$ cat config.mk
export PLATFORM = sky130hd
export DESIGN_NAME = wb_alu
export DESIGN_NICKNAME = d
export VERILOG_FILES = /design/src/rtl/wb_alu_pkg.sv /design/src/rtl/wb_alu_adder.sv /design/src/rtl/wb_alu_shifter.sv /design/src/rtl/wb_alu_lane.sv /design/src/rtl/wb_alu.sv
export SDC_FILE = /design/constraint.sdc
export NUM_CORES = 1
export LEC_CHECK = 0
export ABC_AREA = 0
export ABC_CLOCK_PERIOD_IN_PS = 7400
export BUFFER_PORTS_ARGS = -buffer_cell sky130_fd_sc_hd__clkbuf_2
export CAP_MARGIN = 25
export CELL_PAD_IN_SITES_DETAIL_PLACEMENT = 1
export CELL_PAD_IN_SITES_GLOBAL_PLACEMENT = 2
export CORE_MARGIN = 1
export CORE_UTILIZATION = 32
export DETAILED_ROUTE_END_ITERATION = 10
export PLACE_DENSITY_LB_ADDON = 0.1
export SLEW_MARGIN = 15
export SYNTH_ARGS = -nofsm -noshare
export SYNTH_HDL_FRONTEND = slang
export SYNTH_SLANG_ARGS = --single-unit
$ cat constraint.sdc
create_clock -name vclk -period 7.4
set_input_delay 0.37 -clock vclk [all_inputs]
set_output_delay 0.37 -clock vclk [all_outputs]
set_load 0.02 [all_outputs]
$ cat src/rtl/wb_alu_pkg.sv
package wb_alu_pkg;

    localparam int OP_W = 5;

    typedef enum logic [OP_W-1:0] {
        OP_MOV  = 5'd0,
        OP_CMP  = 5'd1,
        OP_BIT  = 5'd2,
        OP_BIC  = 5'd3,
        OP_BIS  = 5'd4,
        OP_ADD  = 5'd5,
        OP_SUB  = 5'd6,
        OP_CLR  = 5'd7,
        OP_COM  = 5'd8,
        OP_INC  = 5'd9,
        OP_DEC  = 5'd10,
        OP_NEG  = 5'd11,
        OP_ADC  = 5'd12,
        OP_SBC  = 5'd13,
        OP_TST  = 5'd14,
        OP_ROR  = 5'd15,
        OP_ROL  = 5'd16,
        OP_ASR  = 5'd17,
        OP_ASL  = 5'd18,
        OP_SWAB = 5'd19,
        OP_SXT  = 5'd20
    } op_e;

    // flag vector bit positions
    localparam int FL_N = 3;
    localparam int FL_Z = 2;
    localparam int FL_V = 1;
    localparam int FL_C = 0;

endpackage

$ cat src/rtl/wb_alu_adder.sv
module wb_alu_adder #(
    parameter int W = 16
) (
    input  logic [W-1:0] a_i,
    input  logic [W-1:0] b_i,
    input  logic         ci_i,
    output logic [W-1:0] sum_o,
    output logic         co_o,
    output logic         ovf_o
);

    logic [W:0] full;

    always_comb begin
        full  = {1'b0, a_i} + {1'b0, b_i} + {{W{1'b0}}, ci_i};
        sum_o = full[W-1:0];
        co_o  = full[W];
        ovf_o = (a_i[W-1] == b_i[W-1]) && (full[W-1] != a_i[W-1]);
    end

endmodule

$ cat src/rtl/wb_alu_shifter.sv
module wb_alu_shifter import wb_alu_pkg::*; #(
    parameter int W = 16
) (
    input  op_e          op_i,
    input  logic [W-1:0] d_i,
    input  logic         ci_i,
    output logic [W-1:0] res_o,
    output logic         co_o
);

    always_comb begin
        res_o = d_i;
        co_o  = ci_i;
        case (op_i)
            OP_ROR: begin res_o = {ci_i, d_i[W-1:1]};     co_o = d_i[0];   end
            OP_ROL: begin res_o = {d_i[W-2:0], ci_i};     co_o = d_i[W-1]; end
            OP_ASR: begin res_o = {d_i[W-1], d_i[W-1:1]}; co_o = d_i[0];   end
            OP_ASL: begin res_o = {d_i[W-2:0], 1'b0};     co_o = d_i[W-1]; end
            default: ;
        endcase
    end

endmodule

$ cat src/rtl/wb_alu_lane.sv
module wb_alu_lane import wb_alu_pkg::*; #(
    parameter int W = 16
) (
    input  op_e          op_i,
    input  logic [W-1:0] src_i,
    input  logic [W-1:0] dst_i,
    input  logic [3:0]   flags_i,
    output logic [W-1:0] res_o,
    output logic         wr_o,
    output logic [3:0]   flags_o
);

    localparam int H = W / 2;

    logic [W-1:0] add_a, add_b, sum, sh_res;
    logic         add_ci, co, ovf, sh_co;
    logic         cin, nin;

    assign cin = flags_i[FL_C];
    assign nin = flags_i[FL_N];

    // operand steering onto the single shared adder
    always_comb begin
        add_a  = dst_i;
        add_b  = '0;
        add_ci = 1'b0;
        case (op_i)
            OP_CMP: begin add_a = src_i; add_b = ~dst_i; add_ci = 1'b1; end
            OP_ADD: begin add_b = src_i; end
            OP_SUB: begin add_b = ~src_i; add_ci = 1'b1; end
            OP_INC: begin add_ci = 1'b1; end
            OP_DEC: begin add_b = '1; end
            OP_NEG: begin add_a = '0; add_b = ~dst_i; add_ci = 1'b1; end
            OP_ADC: begin add_ci = cin; end
            OP_SBC: begin add_b = '1; add_ci = ~cin; end
            default: ;
        endcase
    end

    wb_alu_adder #(.W(W)) u_add (
        .a_i(add_a), .b_i(add_b), .ci_i(add_ci),
        .sum_o(sum), .co_o(co), .ovf_o(ovf)
    );

    wb_alu_shifter #(.W(W)) u_sh (
        .op_i(op_i), .d_i(dst_i), .ci_i(cin),
        .res_o(sh_res), .co_o(sh_co)
    );

    always_comb begin
        logic n, z, v, c, own_nz;
        res_o  = dst_i;
        wr_o   = 1'b1;
        v      = 1'b0;
        c      = cin;
        own_nz = 1'b0;
        n      = 1'b0;
        z      = 1'b0;
        flags_o = flags_i;
        unique case (op_i)
            OP_MOV: res_o = src_i;
            OP_CMP: begin res_o = sum; wr_o = 1'b0; v = ovf; c = ~co; end
            OP_BIT: begin res_o = src_i & dst_i; wr_o = 1'b0; end
            OP_BIC: res_o = ~src_i & dst_i;
            OP_BIS: res_o = src_i | dst_i;
            OP_ADD: begin res_o = sum; v = ovf; c = co;  end
            OP_SUB: begin res_o = sum; v = ovf; c = ~co; end
            OP_CLR: begin res_o = '0; c = 1'b0; end
            OP_COM: begin res_o = ~dst_i; c = 1'b1; end
            OP_INC, OP_DEC: begin res_o = sum; v = ovf; end
            OP_NEG: begin res_o = sum; v = ovf; c = |sum; end
            OP_ADC: begin res_o = sum; v = ovf; c = co;  end
            OP_SBC: begin res_o = sum; v = ovf; c = ~co; end
            OP_TST: begin wr_o = 1'b0; c = 1'b0; end
            OP_ROR, OP_ROL, OP_ASR, OP_ASL: begin
                res_o = sh_res;
                c     = sh_co;
                v     = sh_res[W-1] ^ sh_co;
            end
            OP_SWAB: begin
                res_o  = {dst_i[H-1:0], dst_i[W-1:H]};
                c      = 1'b0;
                own_nz = 1'b1;
                n      = dst_i[W-1];
                z      = (dst_i[W-1:H] == '0);
            end
            OP_SXT: begin
                res_o  = nin ? '1 : '0;
                own_nz = 1'b1;
                n      = nin;
                z      = ~nin;
            end
            default: begin
                wr_o = 1'b0;
            end
        endcase
        if (!own_nz) begin
            n = res_o[W-1];
            z = (res_o == '0);
        end
        if (op_i <= OP_SXT) begin
            flags_o = {n, z, v, c};
        end
    end

endmodule

$ cat src/rtl/wb_alu.sv
module wb_alu import wb_alu_pkg::*; #(
    parameter int DATA_W = 16
) (
    input  logic [OP_W-1:0]   op_i,
    input  logic              byte_i,
    input  logic [DATA_W-1:0] src_i,
    input  logic [DATA_W-1:0] dst_i,
    input  logic [3:0]        flags_i,
    output logic [DATA_W-1:0] result_o,
    output logic              wr_en_o,
    output logic [3:0]        flags_o
);

    localparam int BYTE_W  = DATA_W / 2;
    localparam int N_LANES = 2;

    op_e op;
    logic word_only, use_byte;

    logic [DATA_W-1:0] word_res;
    logic [BYTE_W-1:0] byte_res;
    logic [3:0]        word_fl, byte_fl;
    logic              word_wr, byte_wr;

    assign op        = op_e'(op_i);
    assign word_only = (op == OP_ADD) || (op == OP_SUB) ||
                       (op == OP_SWAB) || (op == OP_SXT);
    assign use_byte  = byte_i && !word_only;

    // lane 0 runs at full width, lane 1 at byte width
    for (genvar g = 0; g < N_LANES; g++) begin : g_lane
        localparam int LW = (g == 0) ? DATA_W : BYTE_W;
        logic [LW-1:0] res;
        logic          wr;
        logic [3:0]    fl;

        wb_alu_lane #(.W(LW)) u_lane (
            .op_i(op),
            .src_i(src_i[LW-1:0]),
            .dst_i(dst_i[LW-1:0]),
            .flags_i(flags_i),
            .res_o(res),
            .wr_o(wr),
            .flags_o(fl)
        );

        if (g == 0) begin : g_word
            assign word_res = res;
            assign word_wr  = wr;
            assign word_fl  = fl;
        end else begin : g_byte
            assign byte_res = res;
            assign byte_wr  = wr;
            assign byte_fl  = fl;
        end
    end

    always_comb begin
        if (use_byte) begin
            result_o = {dst_i[DATA_W-1:BYTE_W], byte_res};
            wr_en_o  = byte_wr;
            flags_o  = byte_fl;
        end else begin
            result_o = word_res;
            wr_en_o  = word_wr;
            flags_o  = word_fl;
        end
    end

endmodule

# Word level (Yosys, flattened, before mapping)
# Cells that the tools add are included.
dict set report totals {
  ff_bits 0
  out_inout_bits 21
}
dict set report op_classes {
  n_addsub 4
  order_cmp 1
  eq_ne 24
  muxes 31
  bitwise 16
  reduce_logical 26
}
# cell n
set op_table {}
lappend op_table {{$pmux 16 s10} 1}
lappend op_table {{$pmux 16 s4} 2}
lappend op_table {{$pmux 8 s10} 1}
lappend op_table {{$pmux 8 s4} 2}
lappend op_table {{$eq 5x4->1 const B} 8}
lappend op_table {{$and 16x16->16} 2}
lappend op_table {{$mux 16} 2}
lappend op_table {{$not 16->16} 2}
lappend op_table {{$pmux 16 s2} 1}
lappend op_table {{$eq 5x5->1 const B} 5}
lappend op_table {{$eq 5x3->1 const B} 4}
lappend op_table {{$reduce_or 18->1} 1}
lappend op_table {{$add 16x16->17} 1}
lappend op_table {{$add 17x1->17} 1}
lappend op_table {{$and 8x8->8} 2}
lappend op_table {{$logic_not 16->1} 1}
lappend op_table {{$logic_not 8->1} 2}
lappend op_table {{$not 8->8} 2}
lappend op_table {{$or 16x16->16} 1}
lappend op_table {{$pmux 1 s2} 8}
lappend op_table {{$pmux 8 s2} 1}
lappend op_table {{$reduce_or 16->1} 1}
lappend op_table {{$reduce_or 8->1} 2}
lappend op_table {{$mux 4} 3}
lappend op_table {{other kinds (22)} 46}

# Depth between registers and ports, before layout
# Gate-level depths: netlist (run 1).
dict set report logic_depth {
  word_depth 10
  ltp_mapped 21
}

# Modules after synthesis
# From an unflattened synthesis (run 1), not the netlist that was laid out.
dict set report unflattened {
  hier_cells 839
  hier_area_um2 5985.7
}
# mod instances cells_per_inst area_per_inst_um2
set modules_own_cells {}
lappend modules_own_cells {{wb_alu_lane (g_lane[0].u_lane)} 1 360 2277.2}
lappend modules_own_cells {{wb_alu_lane (g_lane[1].u_lane)} 1 219 1443.9}
lappend modules_own_cells {{wb_alu_adder (g_lane[0].u_lane.u_add)} 1 116 882.1}
lappend modules_own_cells {{wb_alu_shifter (g_lane[0].u_lane.u_sh)} 1 45 396.6}
lappend modules_own_cells {wb_alu 1 31 395.4}
lappend modules_own_cells {{wb_alu_adder (g_lane[1].u_lane.u_add)} 1 42 336.6}
lappend modules_own_cells {{wb_alu_shifter (g_lane[1].u_lane.u_sh)} 1 26 254.0}

# Worst setup path after synthesis (run 1)
# No wires, ideal clock.
dict set report synth_timing {
  path_type {input port to output port}
  start {input port op_i[2]}
  end {output port flags_o[2]}
  t_arrival_ns 4.386
  t_required_ns 7.030
  path_slack_ns 2.644
  cell_stages 18
  n_path_buf 4
  cell_sequence {buf_4 -> buf_6 -> buf_6 -> nor3_2 -> a21oi_1 -> clkbuf_1 -> o221ai_1 -> a21oi_1 -> fa_1 -> fa_1 -> nor2b_1 -> o2111ai_1 -> a211oi_1 -> o211ai_1 -> nand3_1 -> nor2_1 -> o31a_1 -> a211oi_2}
}
dict set report synth_between {
  elab_chain_len 10
  elab_cells_between_ends 55
  classes_between {add/sub: 4; order compare: 1; eq/ne: 19; mux: 17; reduce/logical: 14}
}
# item line
set synth_rtl {}
lappend synth_rtl {{start: declaration} wb_alu.sv:4} ;# input logic [OP_W-1:0] op_i,
lappend synth_rtl {{$eq 5x4->1 / $eq 5x1->1 (equally long branches)} {wb_alu_lane.sv:27, wb_alu_lane.sv:60}}
lappend synth_rtl {{$reduce_or 2->1 (no source line)} n/a}
lappend synth_rtl {{$pmux 16 s4 / $pmux 8 s4 (equally long branches)} wb_alu_lane.sv:27} ;# case (op_i)
lappend synth_rtl {{$add 16x16->17 / $add 8x8->9 (equally long branches)} wb_alu_adder.sv:15} ;# full = {1'b0, a_i} + {1'b0, b_i} + {{W{1'b0}}, ci_i};
lappend synth_rtl {{$add 17x1->17 / $add 9x1->9 (equally long branches)} wb_alu_adder.sv:15}
lappend synth_rtl {{$pmux 16 s10 / $pmux 8 s10 (equally long branches)} wb_alu_lane.sv:60} ;# unique case (op_i)
lappend synth_rtl {{$logic_not 16->1 / $logic_not 8->1 (equally long branches)} wb_alu_lane.sv:99} ;# z = (res_o == '0);
lappend synth_rtl {{$mux 1} wb_alu_lane.sv:97} ;# if (!own_nz) begin
lappend synth_rtl {{$mux 4} wb_alu_lane.sv:101} ;# if (op_i <= OP_SXT) begin
lappend synth_rtl {{$mux 4 *} wb_alu.sv:59} ;# if (use_byte) begin
lappend synth_rtl {{end: declaration} wb_alu.sv:11} ;# output logic [3:0] flags_o
# Mark *: on every way between the ends. The rest lies on a longest branch, timed or not.

# Final worst setup path (run 1)
dict set report layout_timing {
  start {input port op_i[3]}
  end {output port flags_o[2]}
}
# Same word-level chain as after synthesis.

==> flow_metrics.py, run 1 <==
metrics = {
    "run_status": {
        "status": "finished, final reports clean",
    },
    "route": {
        "wl_per_cell_um": 25.8,
        "drt_iter0_drc": 481,
        "wirelength_um": 20800,
        "drc": 0,
        "final_antenna_net_count": 0,
        "drt-vias-per-instance": 6.72,
        "vias": 5439,
        "drt_pre_antenna_iters": 5,
    },
    "floorplanning": {
        "start_util_pct": 33.2,
        "die_w_um": 114,
        "io_pins": 63,
        "die_h_um": 114,
        "die_area_mm2": 0.0131,
        "rows": 40,
        "coreArea_mm2": 0.0122,
    },
    "global_routing": {
        "grt_pass1_wl_um": 32200,
        "antenna_found_initial": 1,
        "grt_pass1_vias": 5376,
        "gr-total-overflow": 0,
        "grt_max_degree": 37,
        "grtUsageTotal_pct": 31.8,
    },
    "finish": {
        "nClkBuffers": 0,
        "fin_cells": 809,
        "fillCellCount": 1611,
        "syn_to_final_growth_pct": 8.59,
        "layout.nets": 702,
        "seqCellArea_um2": 0,
        "num_antenna_cells": 0,
        "layout-drive-gt1-share_pct": 17.0,
        "seq_cells": 0,
        "final_util_pct": 36.0,
    },
    "clock_tree": {
        "cts_setup_buffers": 0,
        "hold_buffers": 0,
        "post_cts_resized": 0,
    },
    "worst_setup_path": {
        "cp_max_fo": 23,
        "critPathKind": "input port to output pin",
        "crit_path_start": "op_i[3]",
        "worst_ep_arrival_time_ns": 5.65,
        "cp-end-kind": "output pin",
        "startpoint_type": "input port",
        "crit_path_end": "flags_o[2]",
        "required_ns": 7.03,
    },
    "power_and_ir_drop": {
        "power.share.sequential_pct": 0,
        "p_int_mw": 0.132,
        "comb_power_share_pct": 100.0,
        "switching_share_pct": 66.4,
        "p_per_area_mw_per_mm2": 89.9,
        "ir_drop_v": 0.0000377,
        "switching_power_mw": 0.261,
        "power_mw": 0.394,
        "p_leak_nw": 1.73,
        "pwr-share-clk_pct": 0,
    },
    "place": {
        "globalplace.congestion": 0.950,
        "post-dp-hpwl_um": 16500,
        "port_buffers": 63,
        "dp.cells": 808,
    },
    "timing": {
        "finalCriticalPeriod_ns": 6.02,
        "slew_viol_final": 0,
        "max_slew.worst_pin.slew_ns": 0.863,
        "relSlewSlack_pct": 42.1,
        "setup_viol": 0,
        "whs_ns": 1.12,
        "period_share_pct": 81.3,
        "rsz0062_at_grt": "no",
        "tns_ns": 0,
        "hold_viol_final": 0,
        "max_freq_mhz": 166,
    },
    "synth": {
        "synth.top_cell.area_share_pct": 6.95,
        "ys_warn_count": 0,
        "synth_commonest_cells": "nand2_1, nor2_1, a21oi_1",
        "syn_avg_cell_area_um2": 6.48,
        "synthCells": 623,
        "ys_seq_area_share_pct": 0,
        "synth_area_mm2": 0.00404,
        "yosys.area.top_type": "a21oi_1",
        "synth.area.top_cells": "a21oi_1, o211ai_1, nand2_1, nor2_1, ha_1",
        "synth_nets": 682,
        "synth_most_common_cell": "nand2_1",
        "synth_cell_types": 78,
    },
    "worst_hold_path": {
        "worst_hold_path_type": "input port to output pin",
    },
    "job": {
        "maxCapViolCount": 0,
    },
}
## placed cells by master (no fill, tap or decap), types with 15 or more instances in the layout
cell type,instances
a21oi_1,55
a22o_1,20
buf_4,16
clkbuf_2,63
ha_1,15
nand2_1,60
nand3_1,24
nor2_1,58
nor3_1,17
o211ai_1,31
o21ai_0,21
xnor2_1,15
## metrics by stage
stage | setup WS (ns) | area [um^2]
detailed placement | 1.59 | 4370
CTS | 1.55 | 4370
global placement | 1.72 | 4370
global route | 1.16 | 4380
floorplan | 2.64 | 4040
finish | 1.38 | 4380
## per-layer routing
| metal | wire length (um) | global-route usage, % | vias up |
|---|---|---|---|
| met1 | 9610 | 45.7 | 2673 |
| li1 | - | - | 2478 |
| met4 | 476 | 7.71 | 0 |
| met3 | 1450 | 2.91 | 36 |
| met2 | 9300 | 50.9 | 252 |
| met5 | 0 | 0 | - |
## critical path, stage by stage
cell       delay, ns
clkbuf_2        0.30
buf_4           0.31
or2_1           0.29
nor3_2          0.17
buf_4           0.26
a21oi_2         0.08
o221ai_1        0.21
a21oi_1         0.10
fa_1            0.51
fa_1            0.43
nor2b_1         0.21
o2111ai_1       0.22
a31oi_1         0.69
a21o_1          0.27
o311ai_0        0.20
a211oi_1        0.38
nand4_1         0.16
a211oi_2        0.26
clkbuf_2        0.21
## logic make-up after synthesis
logic type      Yosys count  synth area share, %
compound gates          258                 47.3
simple gates            242                 30.5
buf+inv                  74                 9.21
xor+xnor                 25                 5.43
fa+ha+maj                17                 5.64
mux                       7                 1.92
## how the worst min path moves through the flow
stage | start | to | slack [ns] | depth (start not counted)
2_1_floorplan | flags_i[3] | flags_o[3] | 0.92 | 2
3_3_place_gp | flags_i[1] | flags_o[1] | 1.09 | 3
5_1_grt | flags_i[1] | flags_o[1] | 1.15 | 3
6_report | flags_i[3] | flags_o[3] | 1.12 | 4
4_1_cts | flags_i[1] | flags_o[1] | 1.12 | 3
3_5_place_dp | flags_i[3] | flags_o[3] | 1.12 | 4
## power groups by stage
stage	Sequential, mW	Combinational (mW)	Clock, mW
2_1_floorplan	0	0.257	0
3_3_place_gp	0	0.380	0
3_5_place_dp	0	0.383	0
4_1_cts	0	0.385	0
5_1_grt	0	0.421	0
6_report	0	0.394	0
## layout make-up
| type | count | area [um^2] | area share, % |
|---|---|---|---|
| multi-input combinational | 549 | 3680 | 84.0 |
| timing repair buffer | 80 | 447 | 10.2 |
| tap | 168 | 210 | 4.80 |
| inverter | 12 | 45.0 | 1.03 |
No activity file was read; power rests on OpenSTA's default activity.
==> run 2, diff against run 1 <==
--- a/config.mk
+++ b/config.mk
@@ -6,7 +6,7 @@
 export NUM_CORES = 1
 export LEC_CHECK = 0
 export ABC_AREA = 0
-export ABC_CLOCK_PERIOD_IN_PS = 7400
+export ABC_CLOCK_PERIOD_IN_PS = 6000
 export BUFFER_PORTS_ARGS = -buffer_cell sky130_fd_sc_hd__clkbuf_2
 export CAP_MARGIN = 25
 export CELL_PAD_IN_SITES_DETAIL_PLACEMENT = 1
==> constraint.sdc (replaced) <==
create_clock -name vclk -period 6
set_input_delay 0.3 -clock vclk [all_inputs]
set_output_delay 0.3 -clock vclk [all_outputs]
set_load 0.02 [all_outputs]
==> run 2 against run 1 <==
Net effect:
- wire length down 1.9%
- die area unchanged
- non-clock buffer count up 2
- hold slack worse by 0.15 ns
- global-route usage down 0.66 points
- power up 23%
- critical endpoint is now flags_o[0]
- highest routed layer unchanged
==> flow_metrics.py, run 2 (synthesis gave the netlist of run 1 again) <==
metrics = {
    "finish": {
        "mostFrequentLayoutCell": "clkbuf_2",
        "layout.nets": 704,
        "final_cell_mix": "clkbuf_2, nand2_1, nor2_1, a21oi_1, o211ai_1",
        "fin_cells": 811,
        "layout-drive-gt1-share_pct": 17.3,
        "num_antenna_cells": 0,
        "final_cell_area_mm2": 0.00439,
        "seq_cells": 0,
        "syn_to_final_growth_pct": 8.87,
        "seqCellArea_um2": 0,
        "nClkBuffers": 0,
    },
    "worst_setup_path": {
        "crit_buf_inv": 3,
        "critPathMaxStageDelay_ns": 0.69,
        "crit_path_end": "flags_o[0]",
        "cp_max_fo": 31,
        "startpoint_type": "input port",
        "worst_ep_arrival_time_ns": 4.90,
        "cp-end-kind": "output pin",
        "crit_path_start": "op_i[0]",
        "required_ns": 5.70,
        "crit_path_cell_trace": "clkbuf_2, nand2_1, nor3_2, a21oi_2, buf_4, a22oi_1, fa_1, fa_1, nor2b_1, o2111ai_1, a211oi_1, o31ai_1, a2111oi_0, a311oi_1, o211ai_1, nand3_1, clkbuf_2",
        "critPathTopFamily": "compound AO/OA/AOI/OAI gates",
        "critPathKind": "input port to output pin",
        "cp_slowest_cell": "a211oi_1",
        "crit_cells": 17,
    },
    "global_routing": {
        "grt_pass1_vias": 5407,
        "grtUsageTotal_pct": 31.2,
        "gr-total-overflow": 0,
        "grt_max_degree": 40,
        "grt_pass1_wl_um": 31500,
        "antenna_found_initial": 0,
    },
    "place": {
        "place_ws_ns": 0.925,
        "globalplace.congestion": 0.985,
        "post_dp_cell_area_mm2": 0.00439,
        "post-dp-hpwl_um": 15900,
        "dp.cells": 811,
        "port_buffers": 63,
    },
    "timing": {
        "relSlewSlack_pct": 31.8,
        "rsz0062_at_grt": "no",
        "max_freq_mhz": 192,
        "tns_ns": 0,
        "max_slew.worst_pin.slew_ns": 1.02,
        "period_share_pct": 86.7,
        "hold_viol_final": 0,
        "layout_setup_ws_ns": 0.796,
        "setup_viol": 0,
        "slew_viol_final": 0,
        "finalCriticalPeriod_ns": 5.20,
    },
    "route": {
        "wl_per_cell_um": 25.2,
        "drt-vias-per-instance": 6.76,
        "final_antenna_net_count": 0,
        "drc": 0,
        "drt_pre_antenna_iters": 5,
        "wirelength_um": 20400,
        "vias": 5480,
        "drt_iter0_drc": 476,
    },
    "run_status": {
        "status": "finished, final reports clean",
    },
    "clock_tree": {
        "hold_buffers": 0,
        "cts_setup_buffers": 0,
        "post_cts_resized": 0,
    },
    "job": {
        "maxCapViolCount": 0,
    },
    "floorplanning": {
        "die_w_um": 114,
        "die_h_um": 114,
        "coreArea_mm2": 0.0122,
        "io_pins": 63,
        "die_area_mm2": 0.0131,
        "start_util_pct": 33.2,
        "rows": 40,
    },
    "worst_hold_path": {
        "worst_hold_path_type": "input port to output pin",
    },
    "power_and_ir_drop": {
        "p_leak_nw": 1.74,
        "ir_drop_v": 0.0000563,
        "p_per_area_mw_per_mm2": 111,
    },
}
## run 2: changes by cell type in the layout (fill, tap and decap cells not counted)
cell / before / now
buf_4: 16 / 19
buf_6: 1 / 0
## run 2: report_power, final
part / switching [mW] / internal [mW]
clock network: 0 / 0
registers: 0 / 0
logic: 0.320 / 0.166
total: 0.320 / 0.166
## run 2: through the flow
stage | hold slack (ns) | utilization (%) | total power [mW]
final | 0.965 | 36.1 | 0.485
after global routing | 0.995 | 36.1 | 0.519
after floorplan | 0.783 | - | 0.317
after global placement | 0.951 | 36.1 | 0.469
after CTS | 0.971 | 36.1 | 0.475
after detailed placement | 0.970 | 36.1 | 0.472
## run 2: layout make-up
cell class | instances | area (um^2)
fill | 1630 | 7770
inverter | 12 | 45.0
multi-input combinational | 549 | 3680
tap | 168 | 210
timing repair buffer | 82 | 458
## run 2: worst min path at each step
stage          startpoint          to  slack (ns)  cells past startpoint
2_1_floorplan  flags_i[3]  flags_o[3]        0.78                      2
3_3_place_gp   flags_i[1]  flags_o[1]        0.95                      3
3_5_place_dp   flags_i[1]  flags_o[1]        0.97                      3
4_1_cts        flags_i[1]  flags_o[1]        0.97                      3
5_1_grt        flags_i[1]  flags_o[1]         1.0                      3
6_report       flags_i[1]  flags_o[1]        0.97                      3
## run 2: per-layer routing
metal  wire length, um  part of all wire, %  up-vias  global-route usage [%]
li1                  -                    -     2480                       -
met1              9320                   46     2710                    44.9
met2              9160                   45      251                    50.4
met3              1420                  6.9       39                    1.69
met4               550                  2.7        0                    7.97
met5                 0                    0        -                       0
